===== config.mk =====
export PLATFORM = sky130hd
export DESIGN_NAME = dma_steal_ctrl
export DESIGN_NICKNAME = d
export VERILOG_FILES = /design/src/rtl/dma_steal_pkg.sv /design/src/rtl/dma_regs.sv /design/src/rtl/dma_seq.sv /design/src/rtl/dma_port.sv /design/src/rtl/dma_steal_ctrl.sv
export SDC_FILE = /design/constraint.sdc
export NUM_CORES = 1
export LEC_CHECK = 0
export ABC_AREA = 1
export CAP_MARGIN = 20
export CORE_UTILIZATION = 42
export DETAILED_ROUTE_END_ITERATION = 12
export GPL_ROUTABILITY_DRIVEN = 0
export PLACE_DENSITY = 0.79
export SLEW_MARGIN = 20
export SYNTH_ARGS = -nofsm -noshare
export SYNTH_HDL_FRONTEND = slang
export SYNTH_SLANG_ARGS = --single-unit

===== constraint.sdc =====
create_clock -name clk -period 1.59 [get_ports clk]
set_input_delay 0.318 -clock clk [delete_from_list [all_inputs] [get_ports clk]]
set_output_delay 0.318 -clock clk [all_outputs]
set_load 0.01 [all_outputs]

===== src/rtl/dma_steal_pkg.sv =====
// Shared definitions for the block transfer engine.
// Assumes register selects and bit positions are fixed by software.
package dma_steal_pkg;
    typedef enum logic [1:0] {
        SQ_IDLE = 2'd0,
        SQ_RUN  = 2'd1,
        SQ_GAP  = 2'd2
    } seq_state_t;

    localparam logic [1:0] SEL_ADDR = 2'd0;
    localparam logic [1:0] SEL_CNT  = 2'd1;
    localparam logic [1:0] SEL_CTRL = 2'd2;
    localparam logic [1:0] SEL_STAT = 2'd3;

    localparam int CB_START = 0;
    localparam int CB_DIR   = 1;
    localparam int CB_BURST = 2;
    localparam int CB_IEN   = 3;

    localparam int SB_BUSY  = 0;
    localparam int SB_DONE  = 1;
    localparam int SB_ERR   = 2;
endpackage


===== src/rtl/dma_regs.sv =====
// Programmable state: address, count, control bits and status flags.
// Assumes REG_W >= ADDR_W and REG_W >= CNT_W; writes to 0..2 ignored when busy.
module dma_regs
    import dma_steal_pkg::*;
#(
    parameter int ADDR_W = 16,
    parameter int CNT_W  = 12,
    parameter int REG_W  = 16
) (
    input  logic              clk,
    input  logic              rst_n,
    input  logic              cfg_we,
    input  logic [1:0]        cfg_sel,
    input  logic [REG_W-1:0]  cfg_wdata,
    input  logic              busy,
    input  logic              xfer,
    input  logic              finish,
    output logic              start_ok,
    output logic              cnt_last,
    output logic [ADDR_W-1:0] addr_q,
    output logic              dir_q,
    output logic              burst_q,
    output logic              ien_q,
    output logic              done_q,
    output logic              err_q,
    output logic [REG_W-1:0]  cfg_rdata
);
    logic [CNT_W-1:0] cnt_q;
    logic             wr_ok;
    logic             go;
    logic             zero_go;
    logic             clr_stat;

    // Decode register writes and the start command.
    always_comb begin
        wr_ok    = cfg_we && !busy;
        go       = wr_ok && (cfg_sel == SEL_CTRL) && cfg_wdata[CB_START];
        zero_go  = go && (cnt_q == '0);
        start_ok = go && (cnt_q != '0);
        clr_stat = cfg_we && (cfg_sel == SEL_STAT);
        cnt_last = (cnt_q == CNT_W'(1));
    end

    // Address register: loaded by software, advanced per moved word.
    always_ff @(posedge clk) begin
        if (!rst_n)
            addr_q <= '0;
        else if (wr_ok && cfg_sel == SEL_ADDR)
            addr_q <= cfg_wdata[ADDR_W-1:0];
        else if (xfer)
            addr_q <= addr_q + ADDR_W'(1);
    end

    // Count register: loaded by software, reduced per moved word.
    always_ff @(posedge clk) begin
        if (!rst_n)
            cnt_q <= '0;
        else if (wr_ok && cfg_sel == SEL_CNT)
            cnt_q <= cfg_wdata[CNT_W-1:0];
        else if (xfer)
            cnt_q <= cnt_q - CNT_W'(1);
    end

    // Control bits captured on an accepted control write.
    always_ff @(posedge clk) begin
        if (!rst_n) begin
            dir_q   <= 1'b0;
            burst_q <= 1'b0;
            ien_q   <= 1'b0;
        end else if (wr_ok && cfg_sel == SEL_CTRL) begin
            dir_q   <= cfg_wdata[CB_DIR];
            burst_q <= cfg_wdata[CB_BURST];
            ien_q   <= cfg_wdata[CB_IEN];
        end
    end

    // Done flag: set at block end, cleared by start or write-one-to-clear.
    always_ff @(posedge clk) begin
        if (!rst_n)
            done_q <= 1'b0;
        else if (finish)
            done_q <= 1'b1;
        else if (go)
            done_q <= 1'b0;
        else if (clr_stat && cfg_wdata[SB_DONE])
            done_q <= 1'b0;
    end

    // Error flag: set by a start with zero count.
    always_ff @(posedge clk) begin
        if (!rst_n)
            err_q <= 1'b0;
        else if (zero_go)
            err_q <= 1'b1;
        else if (go)
            err_q <= 1'b0;
        else if (clr_stat && cfg_wdata[SB_ERR])
            err_q <= 1'b0;
    end

    // Read-back multiplexer, zero-extended to the register width.
    always_comb begin
        cfg_rdata = '0;
        case (cfg_sel)
            SEL_ADDR: cfg_rdata = REG_W'(addr_q);
            SEL_CNT:  cfg_rdata = REG_W'(cnt_q);
            SEL_CTRL: begin
                cfg_rdata[CB_DIR]   = dir_q;
                cfg_rdata[CB_BURST] = burst_q;
                cfg_rdata[CB_IEN]   = ien_q;
            end
            default: begin
                cfg_rdata[SB_BUSY] = busy;
                cfg_rdata[SB_DONE] = done_q;
                cfg_rdata[SB_ERR]  = err_q;
            end
        endcase
    end
endmodule


===== src/rtl/dma_seq.sv =====
// Sequencer: owns the bus request and decides when a word moves.
// Assumes a grant is only meaningful while the request is high.
module dma_seq
    import dma_steal_pkg::*;
(
    input  logic clk,
    input  logic rst_n,
    input  logic start_ok,
    input  logic burst,
    input  logic cnt_last,
    input  logic bus_gnt,
    input  logic dev_ready,
    output logic busy,
    output logic bus_req,
    output logic xfer,
    output logic finish
);
    seq_state_t state_q, state_d;

    // Request, word-move and completion strobes from the current state.
    always_comb begin
        bus_req = (state_q == SQ_RUN);
        xfer    = bus_req && bus_gnt && dev_ready;
        finish  = xfer && cnt_last;
        busy    = (state_q != SQ_IDLE);
    end

    // Next-state selection for idle, holding and stealing phases.
    always_comb begin
        state_d = state_q;
        case (state_q)
            SQ_IDLE: if (start_ok) state_d = SQ_RUN;
            SQ_RUN: begin
                if (finish)
                    state_d = SQ_IDLE;
                else if (xfer && !burst)
                    state_d = SQ_GAP;
            end
            SQ_GAP:  state_d = SQ_RUN;
            default: state_d = SQ_IDLE;
        endcase
    end

    // State register.
    always_ff @(posedge clk) begin
        if (!rst_n)
            state_q <= SQ_IDLE;
        else
            state_q <= state_d;
    end
endmodule


===== src/rtl/dma_port.sv =====
// Bus and device steering for the word moving in this cycle.
// Assumes memory read data is valid in the same cycle as the read strobe.
module dma_port #(
    parameter int ADDR_W = 16,
    parameter int DATA_W = 16
) (
    input  logic              xfer,
    input  logic              dir,
    input  logic [ADDR_W-1:0] addr,
    input  logic [DATA_W-1:0] mem_rdata,
    input  logic [DATA_W-1:0] dev_rdata,
    output logic [ADDR_W-1:0] mem_addr,
    output logic              mem_rd,
    output logic              mem_wr,
    output logic [DATA_W-1:0] mem_wdata,
    output logic [DATA_W-1:0] dev_wdata,
    output logic              dev_ack
);
    // Drive the bus only for a moving word; otherwise keep it at zero.
    always_comb begin
        dev_ack   = xfer;
        mem_addr  = xfer ? addr : '0;
        mem_wr    = xfer && !dir;
        mem_rd    = xfer && dir;
        mem_wdata = (xfer && !dir) ? dev_rdata : '0;
        dev_wdata = (xfer && dir) ? mem_rdata : '0;
    end
endmodule


===== src/rtl/dma_steal_ctrl.sv =====
// Top level of the single-channel block transfer engine.
// Assumes an external arbiter issues bus_gnt in response to bus_req.
module dma_steal_ctrl #(
    parameter int ADDR_W = 16,
    parameter int CNT_W  = 12,
    parameter int DATA_W = 16,
    parameter int REG_W  = 16
) (
    input  logic              clk,
    input  logic              rst_n,
    input  logic              cfg_we,
    input  logic [1:0]        cfg_sel,
    input  logic [REG_W-1:0]  cfg_wdata,
    output logic [REG_W-1:0]  cfg_rdata,
    output logic              irq,
    output logic              bus_req,
    input  logic              bus_gnt,
    output logic [ADDR_W-1:0] mem_addr,
    output logic              mem_rd,
    output logic              mem_wr,
    output logic [DATA_W-1:0] mem_wdata,
    input  logic [DATA_W-1:0] mem_rdata,
    input  logic              dev_ready,
    output logic              dev_ack,
    input  logic [DATA_W-1:0] dev_rdata,
    output logic [DATA_W-1:0] dev_wdata
);
    logic              busy_w;
    logic              xfer_w;
    logic              finish_w;
    logic              start_ok_w;
    logic              cnt_last_w;
    logic [ADDR_W-1:0] addr_w;
    logic              dir_w;
    logic              burst_w;
    logic              ien_w;
    logic              done_w;
    logic              err_w;

    dma_regs #(.ADDR_W(ADDR_W), .CNT_W(CNT_W), .REG_W(REG_W)) u_regs (
        .clk(clk), .rst_n(rst_n),
        .cfg_we(cfg_we), .cfg_sel(cfg_sel), .cfg_wdata(cfg_wdata),
        .busy(busy_w), .xfer(xfer_w), .finish(finish_w),
        .start_ok(start_ok_w), .cnt_last(cnt_last_w), .addr_q(addr_w),
        .dir_q(dir_w), .burst_q(burst_w), .ien_q(ien_w),
        .done_q(done_w), .err_q(err_w), .cfg_rdata(cfg_rdata)
    );

    dma_seq u_seq (
        .clk(clk), .rst_n(rst_n),
        .start_ok(start_ok_w), .burst(burst_w), .cnt_last(cnt_last_w),
        .bus_gnt(bus_gnt), .dev_ready(dev_ready),
        .busy(busy_w), .bus_req(bus_req), .xfer(xfer_w), .finish(finish_w)
    );

    dma_port #(.ADDR_W(ADDR_W), .DATA_W(DATA_W)) u_port (
        .xfer(xfer_w), .dir(dir_w), .addr(addr_w),
        .mem_rdata(mem_rdata), .dev_rdata(dev_rdata),
        .mem_addr(mem_addr), .mem_rd(mem_rd), .mem_wr(mem_wr),
        .mem_wdata(mem_wdata), .dev_wdata(dev_wdata), .dev_ack(dev_ack)
    );

    // Interrupt line from the enable bit and the two status flags.
    always_comb irq = ien_w && (done_w || err_w);
endmodule


======== Word level (Yosys, flattened, before mapping) ========
Cells that the tools add are included.
storage, ports and cells
  bits of input ports ..................... 55
  word-level logic and storage cells ...... 70
  bits in registers ....................... 35
  output and inout bits ................... 69
cells by class
  reductions and logical operators ........ 31
  $add $sub $neg .......................... 2
  multiplexer cells ....................... 21
  eq/ne operators ......................... 8
operators by type and width
  cell                                                                      count
  16-bit two-way mux                                                        5
  12-bit two-way mux                                                        2
  12-bit one-hot mux with 2 select lines                                    1
  1-bit logical AND                                                         17
  16-bit by 1-bit adder with 16-bit output (second input constant)          1
  12-bit by 1-bit == test with 1-bit output (second input constant)         1
  12-bit zero test                                                          1
  2-bit one-hot mux with 3 select lines                                     2
  12-bit nonzero test                                                       1
  12-bit by 1-bit subtractor with 12-bit output (second input constant)     1
  2-bit == test (second input constant)                                     3
  1-bit two-way mux                                                         6
  2-bit two-way mux                                                         3
  1-bit one-hot mux with 3 select lines                                     2
  2-bit nonzero test                                                        3
  3-bit nonzero test                                                        2
  2-bit by 1-bit == test with 1-bit output (second input constant)          2
  2-bit zero test                                                           2
  1-bit zero test                                                           3
  3-bit by 1-bit inequality test with 1-bit output (second input constant)  1
  2-bit inequality test (second input constant)                             1
  2-bit AND reduction                                                       1
  1-bit logical OR                                                          1

======== Depth between registers and ports, before layout ========
Gate-level depths: netlist of run 1.
  depth in word-level cells ............... 8
  gate-level depth with buffers ........... 10
  mapped depth without buffers ............ 10

======== Modules after synthesis ========
From an unflattened synthesis of run 1, not the netlist that was laid out.
second synthesis, totals
  cell total of the unflattened synthesis .. 487
  area, all modules ....................... 3042.9 µm²
by module, submodules not included
  module          seq. area each (µm²)  instances  area an instance (µm²)  cells each
  dma_regs        660.6                 1          2304.7                  356
  dma_port        0.0                   1          595.6                   106
  dma_seq         40.0                  1          131.4                   22
  dma_steal_ctrl  0.0                   1          11.3                    3

======== Worst setup path before layout of run 1 ========
Ideal clock, no wire load.
  kind .................................... reg2out
  from .................................... register u_seq.state_q[0]
  to ...................................... output port mem_wdata[10]
  slack ................................... 48 ps
  required time ........................... 1272 ps
  arrival ................................. 1224 ps
  stages on the path, launching flop included .. 6
  path buffers ............................ 1
  cell sequence ........................... dfxtp_1 > nand4_2 > nor2_2 > inv_2 > buf_2 > nor2_1
between the ends
  longest elaborated chain between the ends .. 5
ends and longest elaborated chain
  element                                   line                  RTL
  from (decl)                               dma_seq.sv:18         seq_state_t state_q, state_d;
  from (signal assigned)                    dma_seq.sv:49         state_q <= state_d;
  2-bit by 1-bit == test with 1-bit output  dma_seq.sv:22         bus_req = (state_q == SQ_RUN);
  1-bit logical AND (2 in a row)            dma_seq.sv:23         xfer = bus_req && bus_gnt && dev_ready;
  1-bit logical AND                         -
  named net mem_wr                          dma_steal_ctrl.sv:20  output logic mem_wr,
  16-bit two-way mux                        dma_port.sv:25        mem_wdata = (xfer && !dir) ? dev_rdata : '0;
  to (decl)                                 dma_steal_ctrl.sv:21  output logic [DATA_W-1:0] mem_wdata,
The timed path passes the listed nets, and every way through them passes these cells.

======== Worst setup path after layout of run 1 ========
  from .................................... register u_seq.state_q[1]
  to ...................................... output port dev_wdata[12]
between the ends
  longest elaborated chain between the ends .. 5
ends and longest elaborated chain
  element                                   line                  RTL
  2-bit by 1-bit == test with 1-bit output  dma_seq.sv:22
  1-bit logical AND (2 in a row)            dma_seq.sv:23
  1-bit logical AND                         dma_port.sv:26        dev_wdata = (xfer && dir) ? mem_rdata : '0;
  16-bit two-way mux                        dma_port.sv:26
  to (decl)                                 dma_steal_ctrl.sv:26  output logic [DATA_W-1:0] dev_wdata
No other way between the ends.

==> summary.txt, run 1 <==
Worst setup path
  – Slowest stage delay, CP: 340 ps
  – Worst-path fanout max: 4
  – Setup crit start kind: flip-flop
  – Reg2Reg Setup Slack: 110 ps
  – Required time worst endpoint: 1270 ps
  – Arr. time, crit path: 1320 ps
  – WS Path Type: flip-flop to output pin
  – Reg2reg end: u_regs.cnt_q[1]$_SDFFE_PN0P_
  – CP Cell Sequence: inv_4 > nand2_4 > nor2_4 > buf_6 > nand2_4 > nor2_2 > buf_2
  – Worst path slowest cell: dfxtp_2
  – Cell family with most CP delay: buffers and inverters
  – Most frequent CP cell: nand2_4
  – Worst Reg-to-Reg Cells: 11
  – Crit end category: output pin
  – Worst path buffer plus inverter count: 3
  – RR Startpoint: u_seq.state_q[0]$_SDFFE_PN0P_

Synth
  – Biggest area consumer among synthesized cells: dfxtp_1
  – Most common cell in the netlist: inv_1
  – Adder-Cell Fraction of Synth Area: 1.87%
  – Post-synthesis sequential area ratio: 26.1%
  – Cells after Synth: 475
  – Simple-Gate Fraction of Synth Area: 39.6%
  – Commonest cells in the netlist: inv_1, nand2_1, nor2_1
  – Avg Inst Size Synth: 5.65 sq um
  – Yosys top cell area share: 26.1%
  – Yosys synthesis warning count: 0
  – Seq cells post-synth: 35
  – Post-synth EDFFs: 0
  – Xor/xnor share of the synthesized area: 1.31%
  – Combinational family with the most area after synthesis: simple AND/OR/NAND/NOR gates
  – Post-Syn Area: 2680 sq um
  – Compound-cell area share of the yosys netlist: 14.0%
  – Asr flop ratio synth: 0%
  – Multiplexer share of the synthesized area: 0%
  – Post-synth top flop: dfxtp_1
  – Unique masters post-synth: 29
  – Mapped Nets: 534
  – Largest cells by area after synthesis: dfxtp_1, inv_1, nand2_1

Timing
  – Setup TNS: -483 ps
  – Least-Margin Pin Slew: 337 ps
  – Final number of setup-violating endpoints: 20
  – Final worst-path cycle share: 103%
  – Max Clock Freq: 612 MHz
  – RSZ-0062 raised after global routing: yes
  – Max-slew violation count: 0
  – Setup ws final: -43.2 ps
  – Final min period: 1630 ps
  – Final hold viol count: 0
  – Clock skew: 10.1 ps
  – Relative slew slack: 77.5%

Clock tree
  – TritonCTS clock tree: yes
  – Deepest clock path buffer count: 2
  – CTS clk-pin slew, worst paths: 80 ps
  – Post-cts hold buffer count: 0
  – H-tree depth: 2
  – CTS buffer count: 5
  – Clk Tree Root Cell: clkbuf_8
  – CTS Sinks: 35
  – Clk_lat worst skew: 300 ps

Run status
  – Failing checks: negative setup slack
  – Status: finished, violations left

Place
  – Detailed placer's ending HPWL: 7710 microns
  – Port bufs: 123

Finish
  – Share of cells above drive strength 1: 28.6%
  – Nets: 704
  – # diodes: 0
  – Synthesis-to-finish area growth: 64.1%
  – Fin util: 73.1%

Min path
  – Hold endpoint: u_regs.ien_q$_SDFFE_PN0N_
  – Min-Delay Path Depth: 2
  – Hold Path Class: flip-flop to flip-flop
  – Hold Startpoint: u_regs.ien_q$_SDFFE_PN0N_

Detailed routing
  – Initial DRC count: 318
  – Via density: 5.17
  – Post-DRT Antenna Nets: 0
  – Via count: 3729
  – Wire per inst: 14.1 microns
  – Initial DRT Pass Iterations: 6
  – DRC violations left: 0
  – Post-Route WL: 10200 microns

Pwr
  – Worst IR Drop VDD: 0.488 mV
  – Leak: 2.20 nW
  – Pwr dens: 505 nW/um^2

Floorplan
  – IO Pins: 124
  – CORE AREA: 6030 sq um
  – Die X: 81.9 microns
  – Die height: 81.9 microns
  – Initial Utilization: 44.5%
  – FP Rows: 28
  – Die area: 6710 sq um

Global routing
  – Vias in the first global route: 3429
  – All-Layer GR Usage: 30.6%
  – First-pass GRT wire length: 15500 microns
  – Largest net degree at the start of global routing: 26
  – Global route total overflow: 0
  – Initial antenna violation count: 0

Job
  – # Max-Cap Violations: 0
==> placed cells by master (no fill, tap or decap), types with 3 or more instances in the layout <==
cell type	instances
dfxtp_1	30
nor2_2	22
o22ai_1	10
xor2_1	4
nand4_1	10
o21ai_1	5
o211ai_1	6
nand3_1	37
nor2_1	67
a31oi_1	8
clkbuf_8	5
ha_1	4
nand2_1	94
buf_2	59
dlygate4sd2_1	7
clkdlybuf4s50_1	50
buf_4	45
buf_6	11
dfxtp_2	3
inv_1	95
a21oi_1	17
o21ai_0	14
nor2_4	13
nand2_4	3
==> tightest hold or removal path, stage by stage (launching register included) <==
cell	delay [ps]
dfxtp_1	320
inv_1	70
a21oi_1	60
==> area by class of cell <==
class / instances / area [sq um]
Clock buffer: 5 / 68.8
Clock inverter: 3 / 23.8
Fill cell: 514 / 1620
Inverter: 100 / 385
Multi-Input combinational cell: 327 / 1750
Sequential cell: 35 / 712
Tap cell: 75 / 93.8
Timing Repair Buffer: 176 / 1370
==> metrics by stage <==
step | setup slack (ps) | total power, mW | area [sq um] | hold slack [ps] | std cells
after floorplan | 47.9 | 1.19 | 2680 | 444 | 475
after global placement | -659 | 1.50 | 4310 | 461 | 706
after detailed placement | -714 | 1.51 | 4310 | 477 | 706
after CTS | -117 | 2.19 | 4260 | 489 | 718
after global routing | -129 | 2.32 | 4400 | 509 | 721
final | -43.2 | 2.22 | 4400 | 491 | 721
==> state kept, by name (all words and copies together), names as in the netlist <==
signal and count:
u_regs.ien_q 1, u_regs.cnt_q 12, u_regs.err_q 1, u_regs.done_q 1, u_regs.addr_q 16, u_regs.burst_q 1
u_seq.state_q 2, u_regs.dir_q 1
==> worst max path at each step <==
stage / from / endpoint / slack (ps) / depth (start not counted)
2_1_floorplan: u_seq.state_q[0]$_SDFFE_PN0P_ / mem_wdata[10] / 50 / 5
3_3_place_gp: cfg_sel[1] / cfg_rdata[2] / -660 / 8
3_5_place_dp: cfg_sel[1] / cfg_rdata[2] / -710 / 8
4_1_cts: u_seq.state_q[1]$_SDFFE_PN0P_ / dev_wdata[9] / -120 / 7
5_1_grt: u_seq.state_q[1]$_SDFFE_PN0P_ / dev_wdata[15] / -130 / 7
6_report: u_seq.state_q[1]$_SDFFE_PN0P_ / dev_wdata[12] / -40 / 7
==> power by group <==
part / switching (mW) / internal [mW] / leakage, nW
logic: 0.302 / 0.276 / 1.87
registers: 0.0340 / 0.909 / 0.288
clock network: 0.387 / 0.313 / 0.0408
total: 0.723 / 1.50 / 2.20
==> per-layer routing <==
| metal | wire [microns] | vias to the layer above | part of all wire [%] | global-route usage [%] |
|---|---|---|---|---|
| met1 | 4000 | 1706 | 39 | 34.2 |
| met2 | 5060 | 178 | 50 | 56.0 |
| li1 | - | 1826 | - | - |
| met3 | 915 | 19 | 9.0 | 5.00 |
| met5 | 0 | - | 0 | 0 |
| met4 | 172 | 0 | 1.7 | 13.9 |
==> timing repair <==
action                     CTS  global route
buffers inserted             2             3
setup endpoints to repair   76            78
pin swaps                    5             8
cloned                       2             0
resized for setup          293            60
==> cells by family (layout without fill, tap and decap cells) <==
group,after synthesis,in the layout
DFF,35,35
and+or+nand+nor,252,254
adders and majority gates,4,4
buffers and inverters,115,284
xor gates and xnor gates,4,4
AOI/OAI and AO/OA,65,65
Power figures use the tool's default switching activity.
==> inputs of run 2 (changes only) <==
--- a/config.mk
+++ b/config.mk
@@ -7,9 +7,11 @@
 export LEC_CHECK = 0
 export ABC_AREA = 1
 export CAP_MARGIN = 20
+export CORE_MARGIN = 2
 export CORE_UTILIZATION = 42
 export DETAILED_ROUTE_END_ITERATION = 12
 export GPL_ROUTABILITY_DRIVEN = 0
+export GPL_TIMING_DRIVEN = 0
 export PLACE_DENSITY = 0.79
 export SLEW_MARGIN = 20
 export SYNTH_ARGS = -nofsm -noshare
==> summary.txt, run 2 (synthesis gave the netlist of run 1 again) <==
Run status
  – Status: finished, violations left
  – Failing checks: negative setup slack

Worst setup path
  – Cell family with most CP delay: buffers and inverters
  – Crit end category: output pin
  – Required time worst endpoint: 1270 ps (about the same)
  – CP Cell Sequence: inv_4 > nand4_4 > buf_8 > clkbuf_16 > nor2_2 > buf_2
  – Worst path buffer plus inverter count: 4 (+1)
  – Worst path slowest cell: dfxtp_4
  – WS Path Type: flip-flop to output pin
  – Slowest stage delay, CP: 360 ps (+20 ps)
  – Setup crit start kind: flip-flop
  – Arr. time, crit path: 1500 ps (+180 ps)
  – Worst-path fanout max: 6 (+2)

Timing
  – Least-Margin Pin Slew: 776 ps (+439 ps)
  – Clock skew: 6.70 ps (-3.44 ps)
  – Final hold viol count: 0 (unchanged)
  – Max-slew violation count: 0 (unchanged)
  – Max Clock Freq: 549 MHz (-10%)
  – Final min period: 1820 ps (+189 ps)
  – Relative slew slack: 48.3% (-29 points)
  – RSZ-0062 raised after global routing: yes
  – Final number of setup-violating endpoints: 86 (+330%)
  – Final worst-path cycle share: 115% (+12 points)
  – Setup ws final: -232 ps (-189 ps)
  – Setup TNS: -10200 ps (-9720 ps)

Place
  – Dpl cells: 675 (-4.4%)
  – Detailed placer's ending HPWL: 7550 microns (-2.1%)
  – Port bufs: 123 (unchanged)

Finish
  – Fin util: 79.5% (+6.4 points)
  – Regs by FF count: u_regs.addr_q: 16 flops, u_regs.cnt_q: 12 flops, u_seq.state_q: 2 flops
  – FILL cells: 389 (-24%)
  – Share of cells above drive strength 1: 36.8% (+8.2 points)
  – Most common cell after layout, fill and taps aside: inv_1
  – # diodes: 0 (unchanged)
  – Post-Layout Cell Count: 732 (+1.5%)
  – Synthesis-to-finish area growth: 86.1%
  – Nets: 713 (+1.3%)
  – Max reg flops: 16 (unchanged)
  – Most frequent cells in the layout: inv_1, nand2_1, nor2_1, clkdlybuf4s50_1, buf_2
  – Reg with most FFs: u_regs.addr_q

Global routing
  – Global route total overflow: 0 (unchanged)
  – Met1 Usage GRT: 35.9% (+1.7 points)
  – All-Layer GR Usage: 31.0% (+0.43 points)
  – Initial antenna violation count: 0 (unchanged)
  – Gr busiest metal: met2
  – M2 GR Usage: 54.8% (-1.1 points)
  – Vias in the first global route: 3605 (+5.1%)
  – Largest net degree at the start of global routing: 12 (-54%)
  – First-pass GRT wire length: 17600 microns (+13%)
  – Met3 usage: 5.84% (+0.84 points)

Floorplan
  – Initial Utilization: 42.7% (-1.8 points)
  – IO Pins: 124 (unchanged)
  – CORE AREA: 6280 sq um (+4.2%)
  – FP Rows: 29 (+3.6%)
  – Die X: 83.9 microns (+2.4%)
  – Die height: 83.9 microns (+2.4%)
  – Die area: 7040 sq um (+4.9%)

Pwr
  – Pwr dens: 502 nW/um^2 (-0.54%)
  – Worst IR Drop VDD: 0.457 mV (-6.4%)
  – Leak: 2.31 nW (+4.9%)
  – Power Total: 2.50 mW (+13%)

Detailed routing
  – Initial DRT Pass Iterations: 8 (+2)
  – Post-DRT Antenna Nets: 0 (unchanged)
  – DRC violations left: 0 (unchanged)
  – Wire per inst: 19.2 microns (+36%)
  – Initial DRC count: 741 (+130%)
  – Via density: 5.83 (+13%)
  – Via count: 4270 (+15%)
  – Post-Route WL: 14000 microns (+38%)

Min path
  – Hold Path Class: flip-flop to flip-flop

Clock tree
  – H-tree depth: 2 (unchanged)
  – TritonCTS clock tree: yes
  – CTS Sinks: 35 (unchanged)
  – Deepest clock path buffer count: 2 (unchanged)
  – Clk Tree Root Cell: clkbuf_8
  – CTS buffer count: 5 (unchanged)
  – CTS clk-pin slew, worst paths: 70 ps (about the same)
  – Clk_lat worst skew: 310 ps (about the same)

Job
  – # Max-Cap Violations: 0 (unchanged)
-- run 2: stage by stage --
| step | area, sq um | hold slack, ps | worst slack (ps) |
|---|---|---|---|
| 3_3_place_gp | 4010 | 473 | -1030 |
| 3_5_place_dp | 4010 | 477 | -1040 |
| 5_1_grt | 4990 | 532 | -249 |
| 2_1_floorplan | 2680 | 444 | 47.9 |
| 4_1_cts | 4290 | 488 | -194 |
| 6_report | 4990 | 492 | -232 |
-- run 2: repair_timing --
action / CTS / global route
pin swaps: 8 / 23
gates cloned: 4 / 4
hold buffers: 0 / 0
resized for setup: 352 / 145
endpoints found under the setup margin: 74 / 92
buffers inserted: 21 / 25
-- run 2: layout make-up --
class	instances	area [sq um]	share of cell area (%)
multi-input combinational	328	2030	40.7
timing repair buffer	169	1470	29.5
sequential	35	718	14.4
inverter	100	385	7.72
buffer	15	171	3.43
tap	77	96.3	1.93
clock buffer	6	82.6	1.65
clock inverter	2	35.0	0.702
-- run 2: report_power, final --
part	total [mW]	internal, mW	switching (mW)	leakage [nW]
clock	0.885	0.508	0.377	0.0612
combinational	0.666	0.283	0.383	1.96
sequential	0.954	0.908	0.0457	0.289
-- run 2: worst register-to-register path, cell delays in order, from the launching register on --
cell and delay (ps):
dfxtp_4 360, buf_4 130, buf_4 140, nor2_4 230, buf_6 160, nand3_4 120
buf_6 180, nand3_1 90, nand3_1 100, nand2_1 100, inv_1 60
-- run 2: path summary, 6_finish.rpt --
kind / cells after the start / slack [ps] / from / to
max: 6 / -230 / u_seq.state_q[1]$_SDFFE_PN0P_ / mem_addr[8]
min: 2 / 490 / u_regs.ien_q$_SDFFE_PN0N_ / u_regs.ien_q$_SDFFE_PN0N_
max reg2reg: 10 / -180 / u_seq.state_q[1]$_SDFFE_PN0P_ / u_regs.cnt_q[6]$_SDFFE_PN0P_
min reg2reg: 2 / 490 / u_regs.ien_q$_SDFFE_PN0N_ / u_regs.ien_q$_SDFFE_PN0N_
-- run 2: per-layer routing --
| layer | part of all wire [%] | wire, microns | up-vias |
|---|---|---|---|
| li1 | - | - | 1844 |
| met1 | 34 | 4800 | 1919 |
| met2 | 47 | 6530 | 379 |
| met3 | 12 | 1630 | 128 |
| met4 | 7.6 | 1070 | 0 |
| met5 | 0 | 0 | - |
==> inputs of run 3 (changes only) <==
--- a/config.mk
+++ b/config.mk
@@ -8,11 +8,12 @@
 export ABC_AREA = 1
 export CAP_MARGIN = 20
 export CORE_MARGIN = 2
-export CORE_UTILIZATION = 42
+export CORE_UTILIZATION = 44
+export CTS_BUF_LIST = sky130_fd_sc_hd__clkbuf_16
 export DETAILED_ROUTE_END_ITERATION = 12
 export GPL_ROUTABILITY_DRIVEN = 0
 export GPL_TIMING_DRIVEN = 0
-export PLACE_DENSITY = 0.79
+export PLACE_DENSITY = 0.83
 export SLEW_MARGIN = 20
 export SYNTH_ARGS = -nofsm -noshare
 export SYNTH_HDL_FRONTEND = slang
==> constraint.sdc (replaced) <==
create_clock -name clk -period 2.1 [get_ports clk]
set_input_delay 0.42 -clock clk [delete_from_list [all_inputs] [get_ports clk]]
set_output_delay 0.42 -clock clk [all_outputs]
set_load 0.01 [all_outputs]
==> summary.txt, run 3 (synthesis gave the netlist of run 1 again) <==
Finish
  – Synthesis-to-finish area growth: 57.0%
  – Multi-input logic area: 1560 sq um (-23%)
  – Register Area: 702 sq um (-2.3%)
  – Share of cells above drive strength 1: 9.28% (-28 points)
  – Max reg flops: 16 (unchanged)
  – Nets: 673 (-5.6%)
  – Most frequent cells in the layout: inv_1, nand2_1, nor2_1, clkdlybuf4s50_1, dlygate4sd2_1
  – Reg with most FFs: u_regs.addr_q
  – FILL cells: 506 (+30%)
  – Most common cell after layout, fill and taps aside: inv_1
  – Design Area, Final: 4210 sq um (-16%)
  – Regs by FF count: u_regs.addr_q: 16 flops, u_regs.cnt_q: 12 flops, u_seq.state_q: 2 flops
  – # diodes: 0 (unchanged)

Timing
  – Clock skew: 6.63 ps (-0.0729 ps)
  – Least-Margin Pin Slew: 708 ps (-68.0 ps)
  – Final min period: 2030 ps
  – Max Clock Freq: 494 MHz
  – Max-slew violation count: 0 (unchanged)
  – Setup ws final: 74.7 ps (+306 ps)
  – RSZ-0062 raised after global routing: no
  – Worst hold slack: 485 ps (-7.06 ps)
  – Final hold viol count: 0 (unchanged)
  – Final number of setup-violating endpoints: 0 (-100%)
  – Relative slew slack: 52.8% (+4.5 points)
  – Final worst-path cycle share: 96.4%

Place
  – Area after DPL: 4010 sq um (about the same)
  – Port bufs: 123 (unchanged)
  – Detailed placer's ending HPWL: 7610 microns (+0.71%)
  – Dpl ws: -702 ps (+334 ps)

Floorplan
  – Die area: 6740 sq um (-4.3%)
  – Initial Utilization: 45.3% (+2.6 points)
  – Die X: 82.1 microns (-2.2%)
  – IO Pins: 124 (unchanged)
  – CORE AREA: 5920 sq um (-5.7%)
  – FP Rows: 28 (-3.4%)
  – Die height: 82.1 microns (-2.2%)

Detailed routing
  – Initial DRC count: 285 (-62%)
  – Post-Route WL: 10100 microns (-28%)
  – DRC violations left: 0 (unchanged)
  – Initial DRT Pass Iterations: 5 (-3)
  – Via count: 3664 (-14%)
  – Via density: 5.32 (-8.8%)
  – Post-DRT Antenna Nets: 0 (unchanged)
  – Wire per inst: 14.6 microns (-24%)

Worst setup path
  – Cell family with most CP delay: buffers and inverters
  – RR Startpoint: u_regs.addr_q[1]$_SDFFE_PN0P_
  – CP Cell Sequence: clkdlybuf4s15_1 > nand2_2 > clkbuf_2 > o221ai_1 > dlygate4sd2_1
  – Crit end category: output pin
  – Slowest stage delay, CP: 300 ps (-60 ps)
  – WS Path Type: input pin to output pin
  – Setup crit start kind: input pin
  – Arr. time, crit path: 1610 ps (+110 ps)
  – Worst path slowest cell: clkdlybuf4s15_1
  – Critical path depth: 5 (-1)
  – Worst Reg-to-Reg Cells: 8 (-2)
  – Worst path buffer plus inverter count: 3 (-1)
  – Critical path launch point: cfg_sel[0]
  – Required time worst endpoint: 1680 ps (+410 ps)
  – Worst-path fanout max: 10 (+4)

Clock tree
  – Post-cts hold buffer count: 0 (unchanged)
  – CTS buffer count: 5 (unchanged)
  – Clk_lat worst skew: 280 ps (-30 ps)
  – CTS Sinks: 35 (unchanged)
  – Deepest clock path buffer count: 2 (unchanged)
  – CTS clk-pin slew, worst paths: 50 ps (-20 ps)
  – H-tree depth: 2 (unchanged)
  – Clk Tree Root Cell: clkbuf_16
  – TritonCTS clock tree: yes

Global routing
  – Vias in the first global route: 3255 (-9.7%)
  – Initial antenna violation count: 0 (unchanged)
  – First-pass GRT wire length: 14800 microns (-16%)
  – Global route total overflow: 0 (unchanged)
  – Largest net degree at the start of global routing: 11 (-1)
  – All-Layer GR Usage: 28.9% (-2.1 points)

Run status
  – Status: completed

Pwr
  – Pwr dens: 455 nW/um^2 (-9.3%)
  – Worst IR Drop VDD: 0.410 mV (-10%)
  – Leak: 2.28 nW (-1.3%)

Job
  – # Max-Cap Violations: 0 (unchanged)

Min path
  – Hold Path Class: flip-flop to flip-flop
  – Hold Startpoint: u_regs.cnt_q[9]$_SDFFE_PN0P_
  – Min-Delay Path Depth: 2 (unchanged)
-- run 3: report_power, final --
part           internal, mW  leakage, nW  switching (mW)  total (mW)
sequential            0.691        0.285          0.0292       0.720
clock                 0.548       0.0811           0.269       0.817
combinational         0.173         1.91           0.207       0.381
total                  1.41         2.28           0.505        1.92
-- run 3: worst register-to-register path, stage by stage, from the launching register on --
cell and delay [ps]:
dfxtp_1 430, ha_1 210, nand2_1 90, nor2_2 360, nand4_1 140, nand3_1 120
nand3_1 70, nand2_1 60, inv_1 40
-- run 3: repair_timing --
action	4_1_cts	5_1_grt
cloned	0	1
pin swaps	3	1
resized for setup	81	37
buffers inserted	8	0
endpoints found under the setup margin	67	29
-- run 3: per-layer routing --
metal / track usage [%] / up-vias / wire, microns
met5: 0 / - / 0
met4: 10.5 / 0 / 236
met3: 6.04 / 33 / 1130
met2: 53.7 / 227 / 5070
met1: 32.1 / 1642 / 3610
li1: - / 1762 / -
-- run 3: final timing paths --
path	slack, ps	to
min reg2reg	480	u_regs.cnt_q[9]$_SDFFE_PN0P_
min	480	u_regs.cnt_q[9]$_SDFFE_PN0P_
max	70	cfg_rdata[0]
max reg2reg	490	u_regs.addr_q[14]$_SDFFE_PN0P_
-- run 3: per-stage QoR --
stage          power (mW)  setup TNS, ps  cells  utilization [%]
6_report             1.92              0    689             71.1
5_1_grt              1.98              0    689             71.1
4_1_cts              1.90              0    688             71.0
3_5_place_dp         1.10         -37420    673             67.7
3_3_place_gp         1.09         -36320    673             67.7
2_1_floorplan       0.904              0    475                -
-- run 3: cell type report --
type	count	area share, %
Buffer	15	2.55
Clock buffer	5	2.97
Clock inverter	2	0.802
Inverter	100	8.91
Multi-Input combinational cell	325	37.1
Sequential cell	35	16.7
Tap cell	75	2.23
Timing Repair Buffer	132	28.7
